File: config.mk
export PLATFORM = sky130hd
export DESIGN_NAME = int_flag_unit
export DESIGN_NICKNAME = d
export VERILOG_FILES = /design/src/rtl/ifu_pkg.sv /design/src/rtl/ifu_opnd_sel.sv /design/src/rtl/ifu_carry_cmp.sv /design/src/rtl/ifu_ovf_det.sv /design/src/rtl/ifu_cr_gen.sv /design/src/rtl/int_flag_unit.sv
export SDC_FILE = /design/constraint.sdc
export NUM_CORES = 1
export LEC_CHECK = 0
export ABC_AREA = 1
export BUFFER_PORTS_ARGS = -buffer_cell sky130_fd_sc_hd__buf_2
export CAP_MARGIN = 20
export CORE_ASPECT_RATIO = 0.9
export CORE_MARGIN = 1
export CORE_UTILIZATION = 35
export CTS_CLUSTER_DIAMETER = 100
export CTS_CLUSTER_SIZE = 40
export DETAILED_ROUTE_END_ITERATION = 12
export GPL_TIMING_DRIVEN = 0
export PLACE_DENSITY = 0.55
export SYNTH_ARGS = -nofsm -noshare
export SYNTH_HDL_FRONTEND = slang
export SYNTH_HIERARCHICAL = 1
export SYNTH_SLANG_ARGS = --single-unit
export TNS_END_PERCENT = 1
File: constraint.sdc
create_clock -name clk -period 2.18 [get_ports clk]
set_input_delay 0 -clock clk [delete_from_list [all_inputs] [get_ports clk]]
set_output_delay 0 -clock clk [all_outputs]
set_load 0.005 [all_outputs]
File: src/rtl/ifu_pkg.sv
package ifu_pkg;

    // Number of operand slots: A, B, immediate
    localparam int unsigned NOPS = 3;
    localparam int unsigned SLOT_A   = 0;
    localparam int unsigned SLOT_B   = 1;
    localparam int unsigned SLOT_IMM = 2;

    // Condition field bit positions
    localparam int unsigned CR_NEG  = 3;
    localparam int unsigned CR_POS  = 2;
    localparam int unsigned CR_ZERO = 1;
    localparam int unsigned CR_SO   = 0;

    typedef struct packed {
        logic       ca;
        logic       ca32;
        logic       ov;
        logic       ov32;
        logic       so;
        logic [3:0] cr0;
    } ifu_flags_t;

endpackage

File: src/rtl/ifu_opnd_sel.sv
// Builds the operand list and picks the pair used by the overflow rule.
module ifu_opnd_sel
    import ifu_pkg::*;
#(
    parameter int unsigned DW = 64
) (
    input  logic [DW-1:0]             opa_i,
    input  logic [DW-1:0]             opb_i,
    input  logic                      opb_vld_i,
    input  logic                      inv_a_i,
    input  logic [DW-1:0]             imm_i,
    input  logic                      imm_vld_i,
    output logic [NOPS-1:0][DW-1:0]   ops_o,
    output logic [NOPS-1:0]           ops_vld_o,
    output logic [DW-1:0]             ovx_o,
    output logic [DW-1:0]             ovy_o,
    output logic                      ov_pair_ok_o
);

    logic [DW-1:0] a_eff;

    always_comb begin
        a_eff = inv_a_i ? ~opa_i : opa_i;

        ops_o[SLOT_A]       = a_eff;
        ops_o[SLOT_B]       = opb_i;
        ops_o[SLOT_IMM]     = imm_i;
        ops_vld_o[SLOT_A]   = 1'b1;
        ops_vld_o[SLOT_B]   = opb_vld_i;
        ops_vld_o[SLOT_IMM] = imm_vld_i;

        // First two operands of the list: A, then B if present, else imm
        ovx_o        = a_eff;
        ovy_o        = opb_vld_i ? opb_i : imm_i;
        ov_pair_ok_o = opb_vld_i | imm_vld_i;
    end

endmodule

File: src/rtl/ifu_carry_cmp.sv
// Carry = some valid operand is unsigned-greater than the result.
module ifu_carry_cmp #(
    parameter int unsigned W = 64,
    parameter int unsigned N = 3
) (
    input  logic [N-1:0][W-1:0] ops_i,
    input  logic [N-1:0]        vld_i,
    input  logic [W-1:0]        res_i,
    output logic                carry_o
);

    logic [N-1:0] gt;

    for (genvar g = 0; g < N; g++) begin : g_cmp
        assign gt[g] = vld_i[g] && (ops_i[g] > res_i);
    end

    assign carry_o = |gt;

endmodule

File: src/rtl/ifu_ovf_det.sv
// Signed overflow from the sign bits of two operands and the result.
module ifu_ovf_det #(
    parameter int unsigned W = 64
) (
    input  logic [W-1:0] x_i,
    input  logic [W-1:0] y_i,
    input  logic [W-1:0] r_i,
    output logic         ov_o
);

    localparam int unsigned SB = W - 1;

    logic same_sign;

    always_comb begin
        same_sign = (x_i[SB] == y_i[SB]);
        ov_o      = same_sign && (r_i[SB] != x_i[SB]);
    end

endmodule

File: src/rtl/ifu_cr_gen.sv
// Condition nibble from a signed result and the updated summary bit.
module ifu_cr_gen
    import ifu_pkg::*;
#(
    parameter int unsigned DW = 64
) (
    input  logic [DW-1:0] res_i,
    input  logic          so_i,
    output logic [3:0]    cr_o
);

    logic neg;
    logic zero;

    always_comb begin
        neg           = res_i[DW-1];
        zero          = (res_i == '0);
        cr_o          = '0;
        cr_o[CR_NEG]  = neg;
        cr_o[CR_POS]  = !neg && !zero;
        cr_o[CR_ZERO] = zero;
        cr_o[CR_SO]   = so_i;
    end

endmodule

File: src/rtl/int_flag_unit.sv
module int_flag_unit
    import ifu_pkg::*;
#(
    parameter int unsigned DW = 64,
    parameter int unsigned HW = 32
) (
    input  logic          clk,
    input  logic          rst_n,
    input  logic          done_i,
    input  logic [63:0]   opa_i,
    input  logic [63:0]   opb_i,
    input  logic          opb_vld_i,
    input  logic          inv_a_i,
    input  logic [63:0]   imm_i,
    input  logic          imm_vld_i,
    input  logic [63:0]   res_i,
    input  logic          carry_en_i,
    input  logic          ca_own_i,
    input  logic          ca_own_val_i,
    input  logic          ca32_own_i,
    input  logic          ca32_own_val_i,
    input  logic          ov_en_i,
    input  logic          ov_vld_i,
    input  logic          rec_en_i,
    output logic          ca_o,
    output logic          ca32_o,
    output logic          ov_o,
    output logic          ov32_o,
    output logic          so_o,
    output logic [3:0]    cr0_o
);

    // ---------------------------------------------------------------
    // Operand list
    // ---------------------------------------------------------------
    logic [NOPS-1:0][DW-1:0] ops;
    logic [NOPS-1:0]         ops_vld;
    logic [DW-1:0]           ovx;
    logic [DW-1:0]           ovy;
    logic                    ov_pair_ok;

    ifu_opnd_sel #(.DW(DW)) u_sel (
        .opa_i        (opa_i[DW-1:0]),
        .opb_i        (opb_i[DW-1:0]),
        .opb_vld_i    (opb_vld_i),
        .inv_a_i      (inv_a_i),
        .imm_i        (imm_i[DW-1:0]),
        .imm_vld_i    (imm_vld_i),
        .ops_o        (ops),
        .ops_vld_o    (ops_vld),
        .ovx_o        (ovx),
        .ovy_o        (ovy),
        .ov_pair_ok_o (ov_pair_ok)
    );

    // Low-half views of each operand slot
    logic [NOPS-1:0][HW-1:0] ops_lo;
    for (genvar s = 0; s < NOPS; s++) begin : g_lo
        assign ops_lo[s] = ops[s][HW-1:0];
    end

    // ---------------------------------------------------------------
    // Carry, full word and low half
    // ---------------------------------------------------------------
    logic ca_calc;
    logic ca32_calc;

    ifu_carry_cmp #(.W(DW), .N(NOPS)) u_ca_full (
        .ops_i   (ops),
        .vld_i   (ops_vld),
        .res_i   (res_i[DW-1:0]),
        .carry_o (ca_calc)
    );

    ifu_carry_cmp #(.W(HW), .N(NOPS)) u_ca_half (
        .ops_i   (ops_lo),
        .vld_i   (ops_vld),
        .res_i   (res_i[HW-1:0]),
        .carry_o (ca32_calc)
    );

    // ---------------------------------------------------------------
    // Overflow, full word and low half
    // ---------------------------------------------------------------
    logic ov_calc;
    logic ov32_calc;

    ifu_ovf_det #(.W(DW)) u_ov_full (
        .x_i  (ovx),
        .y_i  (ovy),
        .r_i  (res_i[DW-1:0]),
        .ov_o (ov_calc)
    );

    ifu_ovf_det #(.W(HW)) u_ov_half (
        .x_i  (ovx[HW-1:0]),
        .y_i  (ovy[HW-1:0]),
        .r_i  (res_i[HW-1:0]),
        .ov_o (ov32_calc)
    );

    // ---------------------------------------------------------------
    // State: next-value computation and register
    // ---------------------------------------------------------------
    ifu_flags_t flags_d;
    ifu_flags_t flags_q;
    logic       ov_go;
    logic       so_upd;
    logic [3:0] cr_calc;

    assign ov_go  = ov_en_i && ov_vld_i && ov_pair_ok;
    assign so_upd = flags_q.so | (ov_go & ov_calc);

    ifu_cr_gen #(.DW(DW)) u_cr (
        .res_i (res_i[DW-1:0]),
        .so_i  (so_upd),
        .cr_o  (cr_calc)
    );

    always_comb begin
        flags_d = flags_q;
        if (carry_en_i) begin
            flags_d.ca   = ca_own_i   ? ca_own_val_i   : ca_calc;
            flags_d.ca32 = ca32_own_i ? ca32_own_val_i : ca32_calc;
        end
        if (ov_go) begin
            flags_d.ov   = ov_calc;
            flags_d.ov32 = ov32_calc;
        end
        flags_d.so = so_upd;
        if (rec_en_i) begin
            flags_d.cr0 = cr_calc;
        end
    end

    always_ff @(posedge clk) begin
        if (!rst_n) begin
            flags_q <= '0;
        end else if (done_i) begin
            flags_q <= flags_d;
        end
    end

    assign ca_o   = flags_q.ca;
    assign ca32_o = flags_q.ca32;
    assign ov_o   = flags_q.ov;
    assign ov32_o = flags_q.ov32;
    assign so_o   = flags_q.so;
    assign cr0_o  = flags_q.cr0;

endmodule

## After elaboration in Yosys (flattened, before gate mapping)

Cells that the tools add are included.

| word-level totals | value |
|---|---|
| flip-flop bits (word level) | 9 |
| latch bits | 0 |
| memory bits (writable) | 0 |
| memory bits (read-only) | 0 |
| bits of input ports | 270 |
| output and inout bits | 9 |
| word-level logic and storage cells | 41 |
| memories kept | 0 |

| operators by class | value |
|---|---|
| add/subtract/negate cells | 0 |
| multiply operators | 0 |
| divide/modulo/power cells | 0 |
| $lt $le $gt $ge | 6 |
| equal/unequal tests | 4 |
| shifts and indexed selects | 0 |
| mux-type cells | 4 |
| bitwise logic cells | 4 |
| reduce and logical (&&, ||, !) cells | 17 |

Operators by type and width:

| kind | count |
|---|---|
| $gt A64 B64 Y1 | 3 |
| $mux W64 | 2 |
| $gt A32 B32 Y1 | 3 |
| $logic_not A64 Y1 | 1 |
| $not A64 Y64 | 1 |
| $logic_and A1 B1 Y1 | 9 |
| $reduce_and A2 Y1 | 3 |
| $reduce_or A3 Y1 | 2 |
| $eq A1 B1 Y1 | 2 |
| $logic_not A1 Y1 | 2 |
| $mux W1 | 2 |
| $ne A1 B1 Y1 | 2 |
| $or A1 B1 Y1 | 2 |
| $and A1 B1 Y1 | 1 |

## Depth between registers and ports, before layout

| depth | value |
|---|---|
| depth after elaboration | 6 |
| gate-level depth with buffers | 24 |
| gate-level depth less buffers | 24 |

## Modules after synthesis

Netlist, hierarchy kept.

Modules (own cells, without submodules):

| module | times used | cells an instance | area each (um2) |
|---|---|---|---|
| ifu_carry_cmp (u_ca_full) | 1 | 697 | 4628.2 |
| ifu_opnd_sel | 1 | 673 | 3370.7 |
| ifu_carry_cmp (u_ca_half) | 1 | 355 | 2364.8 |
| int_flag_unit | 1 | 52 | 379.1 |
| ifu_cr_gen | 1 | 67 | 266.5 |
| ifu_ovf_det | 2 | 10 | 37.5 |

## Least setup slack after synthesis

No wires, ideal clock.

| path | value |
|---|---|
| kind | input to register |
| from | input port inv_a_i |
| to | register flags_q, in the netlist ca_o |
| library setup time | 0.116 ns |
| arrival time | 1.668 ns |
| required time | 2.064 ns |
| setup slack | 0.396 ns |
| cell stages on the path | 17 |
| buffers on the path | 2 |
| path through | buf_4 > buf_6 > nand2_1 > nand2_1 > ha_1 > nand2_1 > nor2_2 > nand2_1 > nor3_2 > and3b_1 > a21boi_1 > nand2_1 > nand3_1 > nand2_1 > nand3_1 > o211ai_1 > inv_1 |

RTL lines:

| what | RTL line | text |
|---|---|---|
| start, declared | int_flag_unit.sv:13 | `input logic inv_a_i,` |
| end signal, assigned | int_flag_unit.sv:140 | `flags_q <= flags_d;` |
| end, declared | int_flag_unit.sv:106 | `ifu_flags_t flags_q;` |

==> impl_results.md <==
* Run status: complete, no violations
* Worst path arrival time at 2.09 ns
* Post-place instance area at 0.0111 mm²
* Power density of the placed cells at 230 mW/mm²
* Placement-stage worst setup slack at -0.341 ns
* Most repeated library cell on the critical path: sky130_fd_sc_hd__nand2_1
* Vert. Die Dim at 161 µm
* Number of instances in the synthesized netlist at 1606
* Number of setup violations in the final report at 0
* Max-cap violation count at 0
* Area of the placeable core at 0.0273 mm²
* Share of cells above drive strength 1 at 20.5%
* Startpoint types: input pin
* Hold-critical path depth at 3
* Number of top-level design ports at 279
* Hold buffers post-CTS at 0
* Post-detail-place hpwl at 27.3 mm
* Utilization after layout at 41.8%
* Count of vias placed by the detailed router at 9850
* Clock slew at reported path FFs at 0.05 ns
* Sum of internal, switching and leakage power at 0.00263 W
* Maximum number of buffers from clock root to sink at 2
* Clk_lat worst skew at 0.24 ns
* Total number of H-tree levels at 1
* Logic depth of the worst register-to-register path at 5
* Most common library cell in the layout ignoring fill and taps: sky130_fd_sc_hd__nand2_1
* Number of hold violations in the final report at 0
* CP Capture Type: flop
* Crit-path leading delay family: simple AND/OR/NAND/NOR gates
* Non-Filler Cell Area, Final at 0.0114 mm²
* Crit path setup slack, layout at 0.222 ns
* Fmax at 0.511 GHz
* Vias per Instance at 4.64
* Post-Synthesis Mean Instance Area at 6.13 µm²
* Post-Synthesis Net Count at 2164
* Unrepaired setup endpoints after global routing: no
* Area Overhead vs Synth at 15.9%
* Class of the tightest hold or removal check: in -> reg
* Clock tree from TritonCTS: built
* Buffers on Ports at 154
* Final Wtd Congestion at 0.868
* Yosys warning total at 6
* Number of detailed-routing iterations run before antenna repair at 6
* Root Driver: sky130_fd_sc_hd__clkbuf_16
* P_leak at 7.05 nW
* Worst Skew at 0.00975 ns
* Ordered list of cells on the worst path: buf_6 > buf_12 > buf_8 > nand2_1 > nand2_1 > ha_1 > nand2_1 > nor2_2 > nand2_2 > nor3_4 > and3b_1 > a21boi_1 > nand2_1 > nand3_2 > nand2_2 > nand3_2 > o211ai_1 > inv_1
* # Post-CTS Setup Buffers at 0
* Critical path's slowest cell: sky130_fd_sc_hd__ha_1
* Pin count of the biggest net entering global routing at 11
* Overall global routing resource usage at 20.5%
* Slowest stage delay, CP at 0.30 ns
* Area of the die at 0.0288 mm²
* Number of placement rows at 57
* Max-slew violation count at 0
* Area used by multi-input combinational logic at 0.00775 mm²
* Most frequent cells in the layout: sky130_fd_sc_hd__nand2_1 (496), sky130_fd_sc_hd__ha_1 (282), sky130_fd_sc_hd__inv_1 (231)
* Largest fanout on the critical path at 10
* CTS Buf Count at 3
* Final wirelength at 30.0 mm
* Via count of the first global-routing pass at 9516
* Cell count along the critical path at 18
* Drt drc at 0
* Antenna violations before repair at 6
* Crit path buffers/inverters at 4
* Required time at the worst-slack endpoint at 2.31 ns
* Grt total ovfl at 0
* CTS sink count at 9
* WL/cell at 14.1 µm
* Final period utilization at 89.8%
* Number of DRC violations after detailed-routing iteration 0 at 354
* Initial cell density of the core at 36.0%
* Summed instance area of the synthesized netlist at 0.00985 mm²
* Chip Width at 179 µm
* Setup TNS at 0 ns
* Global-route wire length before repair at 46.6 mm
* Count of antenna-violating nets left after detailed routing at 0
* Net count, final at 2325
* Layout filler cell count at 3010
* Final critical path time including I/O delays and setup at 1.96 ns
* Maximum VDD drop at 182 µV
* Worst Path Class, Setup: in -> reg
* Flip-flop and latch area at 180 µm²
[layout make-up]
type	count	area share [%]
inverters	240	7.95
multi-input cells	1205	67.9
clock buffers	3	0.658
plain buffers	152	10.6
diodes	5	0.110
well taps	354	3.88
clock inverters	1	0.0439
flip-flops and latches	9	1.58
repair buffers	156	7.25
[repair_timing]
item | in CTS | in global routing
pin swaps | 0 | 13
endpoints found under the hold margin | 0 | 0
gates resized for setup | 2 | 50
setup endpoints to repair | 1 | 2
cloned | 0 | 2
[where the power goes]
part           internal [W]  switching [W]  leakage, nW
clock              0.000242      0.0000860       0.0409
combinational      0.000942        0.00118         6.93
sequential         0.000174     0.00000439       0.0737
total               0.00136        0.00127         7.05
[state kept, by name, indices dropped and copies added, names as in the netlist]
register  flops
so_o          1
ca32_o        1
ov32_o        1
cr0_o         4
ov_o          1
ca_o          1
[final timing paths]
check             slack, ns    start       end
setup / recovery       0.22  inv_a_i      ca_o
setup reg to reg       1.33     so_o  cr0_o[0]
hold reg to reg        0.48     so_o      so_o
hold / removal         0.09    rst_n  cr0_o[1]
[worst register-to-register path: cells and delay by family, from the launching register on]
kind	cells	cell delay [ns]
flops	1	0.30
buf+inv	2	0.20
compound gates	1	0.16
simple gates	2	0.10
[metal layers]
layer	track usage [%]	vias up	part of all wire (%)
li1	-	5369	-
met4	6.09	0	2.7
met1	25.8	4216	47
met5	0	-	0
met3	3.55	32	5.7
met2	35.3	233	45
[metrics by stage]
step,cells,hold slack (ns)
global route,2123,0.104
detailed placement,2114,0.334
CTS,2118,0.0795
finish,2125,0.0855
global placement,2114,0.326
floorplan,1606,0.136
No activity file was read; power rests on OpenSTA's default activity.
